`config.mk`:
```
export PLATFORM = sky130hd
export DESIGN_NAME = iso_out_ctrl
export DESIGN_NICKNAME = d
export VERILOG_FILES = /design/src/rtl/iso_ctrl_pkg.sv /design/src/rtl/iso_supply_side.sv /design/src/rtl/iso_chan_sync.sv /design/src/rtl/iso_drive_select.sv /design/src/rtl/iso_out_ctrl.sv
export SDC_FILE = /design/constraint.sdc
export NUM_CORES = 1
export LEC_CHECK = 0
export ABC_AREA = 1
export BUFFER_PORTS_ARGS = -buffer_cell sky130_fd_sc_hd__clkbuf_2
export CAP_MARGIN = 40
export CORE_MARGIN = 2
export CORE_UTILIZATION = 54
export CTS_CLUSTER_SIZE = 16
export DETAILED_ROUTE_END_ITERATION = 12
export GPL_TIMING_DRIVEN = 0
export PLACE_DENSITY_LB_ADDON = 0.05
export SLEW_MARGIN = 20
export SYNTH_ARGS = -nofsm -noshare
export SYNTH_HDL_FRONTEND = slang
export SYNTH_SLANG_ARGS = --single-unit
```
`constraint.sdc`:
```
create_clock -name clk -period 3.74 [get_ports clk]
set_clock_uncertainty 0.1 [all_clocks]
set_input_delay 0.561 -clock clk [delete_from_list [all_inputs] [get_ports clk]]
set_output_delay 0.561 -clock clk [all_outputs]
set_load 0.01 [all_outputs]
```
`src/rtl/iso_ctrl_pkg.sv`:
```
package iso_ctrl_pkg;

  typedef enum logic [1:0] {
    EN_DRIVE_LOW  = 2'b00,
    EN_DRIVE_HIGH = 2'b01,
    EN_OPEN       = 2'b10,
    EN_RSVD       = 2'b11
  } en_code_e;

  typedef enum logic [1:0] {
    MODE_OFF      = 2'd0,
    MODE_HOLD_LOW = 2'd1,
    MODE_FAILSAFE = 2'd2,
    MODE_PASS     = 2'd3
  } drive_mode_e;

  // Unconnected and reserved codes resolve to active through the pull-up.
  function automatic logic en_asserted(input logic [1:0] code);
    return code != EN_DRIVE_LOW;
  endfunction

endpackage

```
`src/rtl/iso_supply_side.sv`:
```
module iso_supply_side #(
  parameter int SUPPLY_W     = 13,
  parameter int RISE_MV      = 2800,
  parameter int FALL_MV      = 2500,
  parameter int START_CYCLES = 40
) (
  input  logic                clk,
  input  logic                rst_n,
  input  logic [SUPPLY_W-1:0] supply_mv,
  output logic                locked,
  output logic                ready
);

  localparam int CNT_W = (START_CYCLES < 1) ? 1 : $clog2(START_CYCLES + 1);
  localparam logic [CNT_W-1:0]    CNT_DONE  = CNT_W'(START_CYCLES);
  localparam logic [SUPPLY_W-1:0] RISE_CODE = SUPPLY_W'(RISE_MV);
  localparam logic [SUPPLY_W-1:0] FALL_CODE = SUPPLY_W'(FALL_MV);

  logic             locked_q;
  logic [CNT_W-1:0] hold_cnt_q;
  logic             above_rise;
  logic             below_fall;

  assign above_rise = supply_mv > RISE_CODE;
  assign below_fall = supply_mv < FALL_CODE;

  // Lockout flag with hysteresis: exit needs the upper threshold, entry the lower.
  always_ff @(posedge clk or negedge rst_n) begin
    if (!rst_n) begin
      locked_q <= 1'b1;
    end else if (locked_q) begin
      locked_q <= !above_rise;
    end else begin
      locked_q <= below_fall;
    end
  end

  // Startup hold timer, cleared by every lockout cycle, saturating at the limit.
  always_ff @(posedge clk or negedge rst_n) begin
    if (!rst_n) begin
      hold_cnt_q <= '0;
    end else if (locked_q) begin
      hold_cnt_q <= '0;
    end else if (hold_cnt_q != CNT_DONE) begin
      hold_cnt_q <= hold_cnt_q + 1'b1;
    end
  end

  assign locked = locked_q;
  assign ready  = !locked_q && (hold_cnt_q == CNT_DONE);

  // inside the band (or at the upper threshold) a locked side stays locked
  assert_stay_locked_R2: assert property (
    @(posedge clk) disable iff (!rst_n)
    (locked_q && supply_mv <= RISE_CODE) |=> locked_q
  );

  // at or above the lower threshold an active side stays active
  assert_stay_active_R2: assert property (
    @(posedge clk) disable iff (!rst_n)
    (!locked_q && supply_mv >= FALL_CODE) |=> !locked_q
  );

  // a lockout cycle always withdraws readiness on the next cycle
  assert_hold_restart_R3: assert property (
    @(posedge clk) disable iff (!rst_n)
    locked_q |=> !ready
  );

  // readiness is only reached from an unlocked cycle
  assert_ready_entry_R3: assert property (
    @(posedge clk) disable iff (!rst_n)
    $rose(ready) |-> !$past(locked_q)
  );

endmodule

```
`src/rtl/iso_chan_sync.sv`:
```
module iso_chan_sync #(
  parameter int NUM_CH = 6,
  parameter int STAGES = 2
) (
  input  logic              clk,
  input  logic              rst_n,
  input  logic [NUM_CH-1:0] din,
  output logic [NUM_CH-1:0] dout
);

  logic [NUM_CH-1:0] stage_q [STAGES];

  for (genvar g = 0; g < STAGES; g++) begin : g_stage
    if (g == 0) begin : g_first
      always_ff @(posedge clk or negedge rst_n) begin
        if (!rst_n) stage_q[g] <= '0;
        else        stage_q[g] <= din;
      end
    end else begin : g_next
      always_ff @(posedge clk or negedge rst_n) begin
        if (!rst_n) stage_q[g] <= '0;
        else        stage_q[g] <= stage_q[g-1];
      end
    end
  end

  assign dout = stage_q[STAGES-1];

endmodule

```
`src/rtl/iso_drive_select.sv`:
```
module iso_drive_select
  import iso_ctrl_pkg::*;
#(
  parameter int NUM_CH       = 6,
  parameter bit DEFAULT_HIGH = 1'b0,
  parameter bit HAS_ENABLE   = 1'b1
) (
  input  logic [1:0]        en_code,
  input  logic              in_ready,
  input  logic              out_locked,
  input  logic              out_ready,
  input  logic [NUM_CH-1:0] data,
  output logic [NUM_CH-1:0] nxt_oe,
  output logic [NUM_CH-1:0] nxt_out
);

  logic        en_on;
  drive_mode_e mode;

  if (HAS_ENABLE) begin : g_enable_pin
    assign en_on = en_asserted(en_code);
  end else begin : g_no_enable_pin
    assign en_on = 1'b1;
  end

  // Priority: receive-side lockout, then enable, then receive hold, then transmit side.
  always_comb begin
    if (out_locked)      mode = MODE_OFF;
    else if (!en_on)     mode = MODE_OFF;
    else if (!out_ready) mode = MODE_HOLD_LOW;
    else if (!in_ready)  mode = MODE_FAILSAFE;
    else                 mode = MODE_PASS;
  end

  for (genvar c = 0; c < NUM_CH; c++) begin : g_chan
    always_comb begin
      unique case (mode)
        MODE_OFF:      begin nxt_oe[c] = 1'b0; nxt_out[c] = 1'b0;         end
        MODE_HOLD_LOW: begin nxt_oe[c] = 1'b1; nxt_out[c] = 1'b0;         end
        MODE_FAILSAFE: begin nxt_oe[c] = 1'b1; nxt_out[c] = DEFAULT_HIGH; end
        MODE_PASS:     begin nxt_oe[c] = 1'b1; nxt_out[c] = data[c];      end
        default:       begin nxt_oe[c] = 1'b0; nxt_out[c] = 1'b0;         end
      endcase
    end
  end

endmodule

```
`src/rtl/iso_out_ctrl.sv`:
```
module iso_out_ctrl
  import iso_ctrl_pkg::*;
#(
  parameter int NUM_CH       = 6,
  parameter int SUPPLY_W     = 13,
  parameter int RISE_MV      = 2800,
  parameter int FALL_MV      = 2500,
  parameter int START_CYCLES = 40,
  parameter bit DEFAULT_HIGH = 1'b0,
  parameter bit HAS_ENABLE   = 1'b1
) (
  input  logic                clk,
  input  logic                rst_n,
  input  logic [NUM_CH-1:0]   ch_in,
  input  logic [1:0]          en_code,
  input  logic [SUPPLY_W-1:0] vdd_in_mv,
  input  logic [SUPPLY_W-1:0] vdd_out_mv,
  output logic [NUM_CH-1:0]   ch_out,
  output logic [NUM_CH-1:0]   ch_oe
);

  localparam int SYNC_STAGES = 2;
  localparam logic [NUM_CH-1:0] FAILSAFE_WORD = DEFAULT_HIGH ? '1 : '0;

  logic              in_locked, in_ready;
  logic              out_locked, out_ready;
  logic [NUM_CH-1:0] data_sync;
  logic [NUM_CH-1:0] nxt_oe, nxt_out;
  logic [NUM_CH-1:0] ch_out_q, ch_oe_q;

  iso_supply_side #(
    .SUPPLY_W(SUPPLY_W), .RISE_MV(RISE_MV), .FALL_MV(FALL_MV), .START_CYCLES(START_CYCLES)
  ) u_tx_side (
    .clk(clk), .rst_n(rst_n), .supply_mv(vdd_in_mv), .locked(in_locked), .ready(in_ready)
  );

  iso_supply_side #(
    .SUPPLY_W(SUPPLY_W), .RISE_MV(RISE_MV), .FALL_MV(FALL_MV), .START_CYCLES(START_CYCLES)
  ) u_rx_side (
    .clk(clk), .rst_n(rst_n), .supply_mv(vdd_out_mv), .locked(out_locked), .ready(out_ready)
  );

  iso_chan_sync #(.NUM_CH(NUM_CH), .STAGES(SYNC_STAGES)) u_sync (
    .clk(clk), .rst_n(rst_n), .din(ch_in), .dout(data_sync)
  );

  iso_drive_select #(
    .NUM_CH(NUM_CH), .DEFAULT_HIGH(DEFAULT_HIGH), .HAS_ENABLE(HAS_ENABLE)
  ) u_select (
    .en_code(en_code), .in_ready(in_ready), .out_locked(out_locked), .out_ready(out_ready),
    .data(data_sync), .nxt_oe(nxt_oe), .nxt_out(nxt_out)
  );

  always_ff @(posedge clk or negedge rst_n) begin
    if (!rst_n) begin
      ch_out_q <= '0;
      ch_oe_q  <= '0;
    end else begin
      ch_out_q <= nxt_out;
      ch_oe_q  <= nxt_oe;
    end
  end

  assign ch_out = ch_out_q;
  assign ch_oe  = ch_oe_q;

  logic chk_en_active;
  assign chk_en_active = !HAS_ENABLE || (en_code != 2'b00);

  // drive enables never split across channels
  assert_uniform_oe_R11: assert property (
    @(posedge clk) disable iff (!rst_n)
    (ch_oe_q == '0) || (ch_oe_q == '1)
  );

  // receive-side lockout darkens every output on the next cycle
  assert_dark_output_R4: assert property (
    @(posedge clk) disable iff (!rst_n)
    out_locked |=> (ch_oe_q == '0 && ch_out_q == '0)
  );

  // a low enable code tri-states everything on the next cycle
  assert_enable_low_R6: assert property (
    @(posedge clk) disable iff (!rst_n)
    (HAS_ENABLE && en_code == 2'b00) |=> (ch_oe_q == '0)
  );

  // lost transmit side with a ready receive side yields the fail-safe word
  assert_failsafe_R9: assert property (
    @(posedge clk) disable iff (!rst_n)
    (out_ready && !in_ready && chk_en_active) |=> (ch_oe_q == '1 && ch_out_q == FAILSAFE_WORD)
  );

  // with both sides ready the output carries the input from three samples back
  assert_pass_latency_R8: assert property (
    @(posedge clk) disable iff (!rst_n)
    (out_ready && in_ready && chk_en_active) |=> (ch_out_q == $past(ch_in, 3))
  );

endmodule

```
==> results of run 1 <==
cell usage after synthesis (3+ instances only):
cell type / instances
nand3_1: 14
nor2_1: 32
nor2_2: 7
a21oi_1: 5
o21ai_1: 4
ha_1: 4
inv_2: 6
nand4_1: 3
inv_1: 29
dfrtp_1: 31
nand2_1: 42
xor2_1: 4
buf_4: 5
final timing paths:
path / end / slack [ns] / depth (start not counted)
worst max-delay path: ch_oe[4] / 2.04 / 2
worst min-delay path: u_sync.stage_q[9] / 0.23 / 1
worst max register to register: ch_out[5] / 2.27 / 8
worst min register to register: u_sync.dout[3] / 0.26 / 0
max in group asynchronous: u_tx_side.locked / 2.65 / 3
min in group asynchronous: u_rx_side.hold_cnt_q[4] / 0.45 / 2
what timing repair did:
| item | in CTS | in global routing |
|---|---|---|
| endpoints found under the hold margin | 0 | 2 |
| endpoints found under the setup margin | 0 | 0 |
| hold buffers | 0 | 1 |
through the flow:
step	util [%]	area [sq um]
2_1_floorplan	-	1600
3_3_place_gp	67.39	1874
3_5_place_dp	67.39	1874
4_1_cts	69.91	1944
5_1_grt	70.99	1974
6_report	70.99	1974
registers in the layout, indices dropped and copies added, names as in the netlist:
register and flops:
u_sync.stage_q 6, ch_oe 1, u_rx_side.locked 1, ch_out 6
u_sync.dout 6, u_tx_side.locked 1, u_tx_side.hold_cnt_q 6, u_rx_side.hold_cnt_q 6
kinds of logic after synthesis:
kind of cell	Yosys count	synth area share [%]
compound gates	9	2.814
xor+xnor	4	2.189
fa+ha+maj	4	3.128
buf+inv	40	10.55
flops	33	51.76
simple gates	105	29.56
area by class of cell:
class,instances,area (sq um),share of cell area [%]
flip-flops and latches,33,828.3,41.95
multi-input cells,122,603.1,30.55
repair buffers,49,265.3,13.43
inverters,35,131.4,6.654
clock buffers,7,65.06,3.295
well taps,31,38.79,1.965
plain buffers,5,37.54,1.901
clock inverters,1,5.005,0.2535
power by group:
part           total, mW  leakage (nW)  switching [mW]  internal (mW)
registers          0.439         0.415          0.0369          0.402
clock network      0.222        0.0413           0.114          0.109
logic              0.183         0.657           0.100         0.0830
total              0.845          1.11           0.251          0.594
metal layers:
layer  vias to the layer above  track usage (%)  routed length, um
li1                        694                -                  -
met1                       624            20.94               1124
met3                         9            5.275                121
met5                         -                0                  0
met4                         0            9.967                 64
met2                        34            37.08               1609
critical path, cell delays in order (launching register included):
cell,delay [ns]
dfrtp_1,0.44
buf_4,0.15
clkbuf_2,0.11
==> metrics.yaml, run 1 <==
min-delay-start: "ch_in[3]"
wire_per_inst_um: 10.31
tns_ns: 0
start_kind: "flip-flop"
dieWidth_um: 58.44
port_buffers: 47
setup_viol: 0
period_share_pct: 45.40
instances_no_fill: 283
fillerInstances: 223
ir_drop_mv: 0.4552
drive_above_1_share_pct: 32.54
synth_ff_type: "dfrtp_1"
synth_cells: 195
insertion_delay_ns: 0.33
chipHeight_um: 58.44
dp_slack_ns: 2.273
seq_area_frac_synth_pct: 51.76
synth.top_cell.area_share_pct: 48.48
antenna_found_initial: 0
tightest_slew_ns: 0.2440
yosysUniqueCellTypes: 20
htree_levels: 2
start_util_pct: 57.53
grt_pass1_wl_mm: 5.168
firstDrtPassIters: 4
design.core.area_sq_um: 2781
num_antenna_cells: 0
rsz0062_at_grt: "no"
drv_slew: 0
clockBufferDepth: 2
dr.first_iter.drc_count: 31
yosys.area.top_type: "dfrtp_1"
hpwl_mm: 2.361
final_cell_mix: "clkbuf_2, nand2_1, nor2_1"
finalNetCount: 291
cts_resized: 0
finalCriticalPeriod_ns: 1.698
synth_area_leaders: "dfrtp_1, nand2_1, nor2_1"
final_common_cell: "clkbuf_2"
grt_overflow: 0
ios: 48
syn-mean-instance-area_sq_um: 8.207
power.total_uw: 845.0
clkTransAtPathRegs_ns: 0.09
synth_edf_count: 0
syn_nets: 235
cts_tree: "done"
worst-path-max-fanout: 6
vias_per_cell: 4.809
dp_cells: 273
crit_required_ns: 3.08
syn_to_final_growth_pct: 23.38
antenna_left: 0
synth_async_sr_flop_share_pct: 100.0
cap_violations: 0
grt_usage_pct: 20.14
slew-limit-headroom_pct: 83.67
r2r-start: "u_rx_side.hold_cnt_q[0]"
cts_setup_buffers: 0
status: "finished clean"
syn_area_sq_um: 1600
drt-total-wl_mm: 2.919
synth-seq-cells: 33
route.vias.total: 1361
setup_slack_ns: 2.042
grt_pass1_vias: 1338
grt_max_degree: 34
whs_ns: 0.2324
cts.sinks: 33
setup.worst_path.class: "reg2out"
root_buffer: "clkbuf_4"
p_per_area_nw_per_um2: 428.0
p_leak_nw: 1.113
fmax_mhz: 588.9
yosysWarnings: 0
crit_arrival_ns: 1.04
dieArea_sq_um: 3415
gp_congestion: 0.8204
cp-end-kind: "output port"
numCtsBuffers: 5
startpoint: "ch_oe[0]"
min_path_type: "in2reg"
drc: 0
rows: 19
hold_violations: 0
Power figures use the tool's default switching activity.
==> run 2: changes to the inputs <==
- CORE_UTILIZATION: 54 -> 46
- clock period: 3.74 -> 1.4 ns (I/O delays scaled with it)
==> run 2 against run 1 <==
  * Register-to-register slack worse by 2.2 ns
  * Final cell count rose by 9.5%
  * Sequential cell count unchanged
  * Via count is 3.0% lower
  * Hold slack got worse by 0.18 ns
  * First-iteration DRC count up 45%
  * Non-clock buffer count up 13
  * Die area increased by 16%
  * Critical path depth up 6
  * Total power increased to 2.8 times the previous value
  * Worst setup slack worse by 2.0 ns
  * Utilization is 5.5 points lower
  * Critical path type is now reg2reg
==> metrics.yaml, run 2 (synthesized netlist as in run 1, its figures left out) <==
path_cells: "inv_2, ha_4, nand2_4, nor2_4, nand2_2, nor2_4, nand2_4, nor2_2"
rsz0062_at_grt: "yes"
fmax_mhz: 728.0
status: "finished clean"
syn_to_final_growth_pct: 36.51
final_cell_mix: "clkbuf_2, nand2_1, nor2_1"
cts.sinks: 33
firstDrtPassIters: 4
p_per_area_nw_per_um2: 1094
min_path_type: "in2reg"
drive_above_1_share_pct: 35.98
vias_per_cell: 4.258
antenna_left: 0
rows: 21
tightest_slew_ns: 0.2945
root_buffer: "clkbuf_4"
insertion_delay_ns: 0.32
slowest_stage: "dfrtp_1"
min_to: "ch_oe[0]"
port_buffers: 47
final_common_cell: "clkbuf_2"
setup.worst_path.class: "reg2reg"
drv_slew: 0
finalNetCount: 304
htree_levels: 2
route.vias.total: 1320
r2r_slack_ns: 0.03
cts_tree: "done"
wire_per_inst_um: 8.819
antenna_found_initial: 0
cap_violations: 0
numCtsBuffers: 5
reg2reg_depth: 8
ios: 48
grt_pass1_wl_mm: 5.009
p_leak_nw: 1.181
drt-total-wl_mm: 2.734
worst-path-max-fanout: 6
crit_arrival_ns: 1.52
chipHeight_um: 62.98
hpwl_mm: 1.984
grt_overflow: 0
grt_max_degree: 34
grt_usage_pct: 15.85
grt_pass1_vias: 1316
fin_area_sq_um: 2185
num_antenna_cells: 0
drc: 0
dr.first_iter.drc_count: 45
gp_congestion: 0.7571
r2r-start: "u_rx_side.hold_cnt_q[1]"
clkTransAtPathRegs_ns: 0.10
cp-end-kind: "flip-flop"
period_share_pct: 98.11
slew-limit-headroom_pct: 80.29
fin_util_pct: 65.47
place_area_sq_um: 1893
cpLargestDelayFamily: "simple AND/OR/NAND/NOR gates"
min-delay-start: "en_code[0]"
clockBufferDepth: 2
hold_violations: 0
cpPeakStageDelay_ns: 0.40
crit_required_ns: 1.55
dieArea_sq_um: 3966
reg2reg_to: "ch_out[3]"
dieWidth_um: 62.98
design.core.area_sq_um: 3337
start_kind: "flip-flop"
holdPathStages: 3
finalCriticalPeriod_ns: 1.374
setup_viol: 0
power.total_mw: 2.389
critPathBufInv: 1
start_util_pct: 47.96
ir_drop_mv: 0.6779
whs_ns: 0.05349
-- run 2: power breakdown --
| group | switching (mW) | total [mW] | internal, mW | leakage (nW) |
|---|---|---|---|---|
| Clock | 0.278 | 0.515 | 0.237 | 0.0314 |
| Sequential | 0.0928 | 1.17 | 1.08 | 0.414 |
| Combinational | 0.333 | 0.705 | 0.372 | 0.736 |
-- run 2: through the flow --
step | cells | worst slack, ns | setup TNS [ns]
floorplan | 195 | 0.08455 | 0
global placement | 288 | -0.02629 | -0.1034
detailed placement | 288 | -0.02545 | -0.1229
CTS | 306 | 0.005267 | 0
global route | 310 | -0.06923 | -0.4271
finish | 310 | 0.02642 | 0
-- run 2: worst max-delay path by stage --
| stage | startpoint | endpoint | slack [ns] | cells after the start |
|---|---|---|---|---|
| finish | u_rx_side.hold_cnt_q[1] | ch_out[3] | 0.03 | 8 |
| global route | u_rx_side.hold_cnt_q[0] | ch_out[1] | -0.07 | 8 |
| CTS | u_tx_side.hold_cnt_q[0] | ch_out[5] | 0.005 | 8 |
| detailed placement | u_rx_side.hold_cnt_q[0] | ch_out[5] | -0.03 | 8 |
| global placement | u_rx_side.hold_cnt_q[0] | ch_out[5] | -0.03 | 8 |
| floorplan | u_rx_side.hold_cnt_q[0] | ch_out[0] | 0.08 | 8 |
-- run 2: final cells by class --
| type | count | area, sq um |
|---|---|---|
| fill | 307 | 1152 |
| multi-input combinational | 122 | 638.1 |
| timing repair buffer | 62 | 416.7 |
| clock buffer | 7 | 55.05 |
| inverter | 35 | 131.4 |
| buffer | 5 | 56.30 |
| tap | 46 | 57.56 |
| sequential | 33 | 829.5 |
-- run 2: layer usage --
layer,GRT usage [%],vias up,part of all wire [%]
met5,0,-,0
met4,5.833,0,1.1
met3,4.505,5,4.5
met2,28.59,27,50
met1,17.59,569,44
li1,-,719,-
-- run 2: repair_timing --
action                                  CTS  global route
endpoints found under the setup margin    6            11
hold buffers                              7             0
setup buffers                             4             3
pin swaps                                 2            10
resized for setup                         1            26
hold endpoints to repair                 37             0
-- run 2: worst reg2reg max path, delay by kind of cell (launching register included) --
| kind | cells | cell delay (ns) |
|---|---|---|
| adders and majority gates | 1 | 0.14 |
| buffers and inverters | 1 | 0.08 |
| and+or+nand+nor | 6 | 0.59 |
| DFF | 1 | 0.40 |
==> run 3: changes to the inputs <==
- CORE_UTILIZATION: 46 -> 47
- SYNTH_HIERARCHICAL: default -> 1
==> run 3 against run 2 <==
  * The run now ends with setup timing left
  * Final cell count increased by 6.5%
  * Worst setup slack got worse by 0.074 ns
  * Fmax decreased by 5.1%
  * Global-route usage increased by 0.30 points
  * Sequential power increased by 15%
  * Synthesized cell count increased by 8.2%
  * Area after synthesis increased by 13%
  * Clock power increased by 46%
  * Clock-buffer cell count unchanged
  * First-iteration DRC count increased by 27%
  * Total power increased by 17%
==> metrics.yaml, run 3 <==
hold_violations: 0
cts_tree: "done"
wire_per_inst_um: 9.727
setup.worst_path.class: "reg2reg"
synthMostInstantiatedCell: "nand2_1"
period_share_pct: 103.4
synth_top_family_by_area: "simple AND/OR/NAND/NOR gates"
design.core.area_sq_um: 3661
p_leak_nw: 1.275
synth_edf_count: 0
vias_per_cell: 4.491
finalNetCount: 321
rsz0062_at_grt: "yes"
fmax_mhz: 691.0
slew-limit-headroom_pct: 70.75
synth_common_cells: "nand2_1, dfrtp_1, nor2_1"
grt_pass1_vias: 1311
worst-path-max-fanout: 6
syn-mean-instance-area_sq_um: 8.539
num_antenna_cells: 0
yosys.area_share.simple_pct: 28.19
synth_async_sr_flop_share_pct: 100.0
fillerInstances: 320
crit_path_frequent_cell: "nand3_4"
whs_ns: 0.1132
synth-seq-cells: 38
htree_levels: 2
synth_area_leaders: "dfrtp_1, nand2_1, nor2_1"
hpwl_mm: 2.152
setup_slack_ns: -0.04713
min-delay-start: "vdd_out_mv[12]"
synthAdderAreaFrac_pct: 2.778
synth_ff_type: "dfrtp_1"
slowest_stage: "dfrtp_1"
min_path_type: "in2reg"
path_cells: "nor3_2, nand3_4, nor2_4, nand2_2, inv_2, nand3_4, nor2_1"
grt_max_degree: 24
dr.first_iter.drc_count: 57
port_buffers: 47
firstDrtPassIters: 4
seq_area_frac_synth_pct: 52.92
drive_above_1_share_pct: 34.40
yosys.area.top_type: "dfrtp_1"
route.vias.total: 1482
start_util_pct: 49.21
cts.sinks: 38
antenna_left: 0
grt_overflow: 0
yosysUniqueCellTypes: 17
place_area_sq_um: 2125
grt_usage_pct: 16.15
holdPathStages: 4
dp_slack_ns: -0.08553
syn_nets: 251
rows: 22
crit_arrival_ns: 1.57
r2r_slack_ns: -0.05
dieArea_sq_um: 4345
insertion_delay_ns: 0.28
antenna_found_initial: 0
syn_area_sq_um: 1802
chipHeight_um: 65.92
final_cell_mix: "clkbuf_2, nand2_1, dfrtp_1"
reg2reg_to: "ch_out[4]"
status: "finished with violations"
clockBufferDepth: 2
cp-end-kind: "flip-flop"
crit_required_ns: 1.52
grt_pass1_wl_mm: 5.292
synth_cells: 211
clkTransAtPathRegs_ns: 0.07
reg2reg_depth: 7
drt-total-wl_mm: 3.210
fin_area_sq_um: 2394
drv_slew: 0
numCtsBuffers: 5
dieWidth_um: 65.92
cpPeakStageDelay_ns: 0.40
r2r-start: "u_rx_side/hold_cnt_q[4]"
drc: 0
tightest_slew_ns: 0.4387
p_per_area_nw_per_um2: 1164
min_to: "u_rx_side/locked"
ir_drop_mv: 0.4337
synth_compound_area_share_pct: 2.500
gp_congestion: 0.7874
yosys.area_share.xor_xnor_pct: 1.944
ios: 48
synth.top_cell.area_share_pct: 50.00
root_buffer: "clkbuf_8"
synth.area.mux_share_pct: 0
finalCriticalPeriod_ns: 1.447
yosysWarnings: 6
syn_to_final_growth_pct: 32.85
violations: "setup timing"
setup_viol: 6
cap_violations: 0
start_kind: "flip-flop"
## run 3: cell types whose count changed after synthesis, sizes merged, moves of 2 or more
cell / before / now
buf: 5 / 11
nor3: 0 / 2
nor2: 41 / 36
o21ai: 4 / 2
nand2: 44 / 48
nand3: 14 / 19
a21oi: 5 / 7
dfrtp: 31 / 36
## run 3: worst max-delay path, delay by kind of cell (launching register included)
| family | cells | cell delay (ns) |
|---|---|---|
| simple gates | 6 | 0.81 |
| flops | 1 | 0.40 |
| buf+inv | 1 | 0.07 |
## run 3: layout make-up
class	count	area, sq um	area share (%)
clock buffers	7	86.33	3.607
repair buffers	63	392.9	16.41
plain buffers	11	82.58	3.450
flip-flops and latches	38	953.4	39.83
well taps	48	60.06	2.509
multi-input cells	128	685.7	28.65
inverters	34	127.6	5.332
clock inverters	1	5.005	0.2091
## run 3: how the worst max path moves through the flow
stage | startpoint | to | slack [ns] | cells after the start
4_1_cts | u_tx_side/hold_cnt_q[3] | ch_out[5] | 0.007 | 8
3_3_place_gp | u_tx_side/hold_cnt_q[0] | ch_out[1] | -0.07 | 8
5_1_grt | u_tx_side/hold_cnt_q[1] | ch_out[4] | -0.16 | 8
3_5_place_dp | u_tx_side/hold_cnt_q[0] | ch_out[5] | -0.09 | 8
6_report | u_rx_side/hold_cnt_q[4] | ch_out[4] | -0.05 | 7
2_1_floorplan | u_tx_side/hold_cnt_q[0] | ch_out[0] | 0.08 | 8
## run 3: what timing repair did
action | 4_1_cts | 5_1_grt
pin swaps | 2 | 7
endpoints found under the hold margin | 20 | 0
hold buffers | 7 | 0
gates resized for setup | 1 | 12
setup buffers | 4 | 4
gates cloned | 0 | 0
setup endpoints to repair | 6 | 7
## run 3: power breakdown
part	internal, mW	total, mW	switching, mW
Sequential	1.24	1.34	0.100
Combinational	0.345	0.694	0.349
Clock	0.397	0.751	0.355
Total	1.98	2.79	0.804
## run 3: stage by stage
step | instances | total power, mW | utilization [%] | TNS [ns]
floorplan | 211 | 1.702 | - | 0
global placement | 306 | 1.864 | 57.28 | -0.3676
detailed placement | 307 | 1.886 | 58.03 | -0.4336
CTS | 326 | 2.728 | 63.47 | 0
global route | 330 | 2.992 | 65.38 | -0.9818
finish | 330 | 2.786 | 65.38 | -0.2177
## run 3: cells by family (layout without fill, tap and decap cells)
kind of cell	after synthesis	in the layout
buffers and inverters	45	116
XOR/XNOR	4	4
AND/OR/NAND/NOR	111	111
flip-flops	38	38
AO/OA/AOI/OAI	9	9
adder cells (fa/ha/maj)	4	4
## run 3: per-layer routing
metal	routed length, um	global-route usage [%]	vias up
met5	0	0	-
li1	-	-	771
met3	211	4.259	6
met2	1611	26.01	46
met4	73	8.594	0
met1	1314	19.76	659
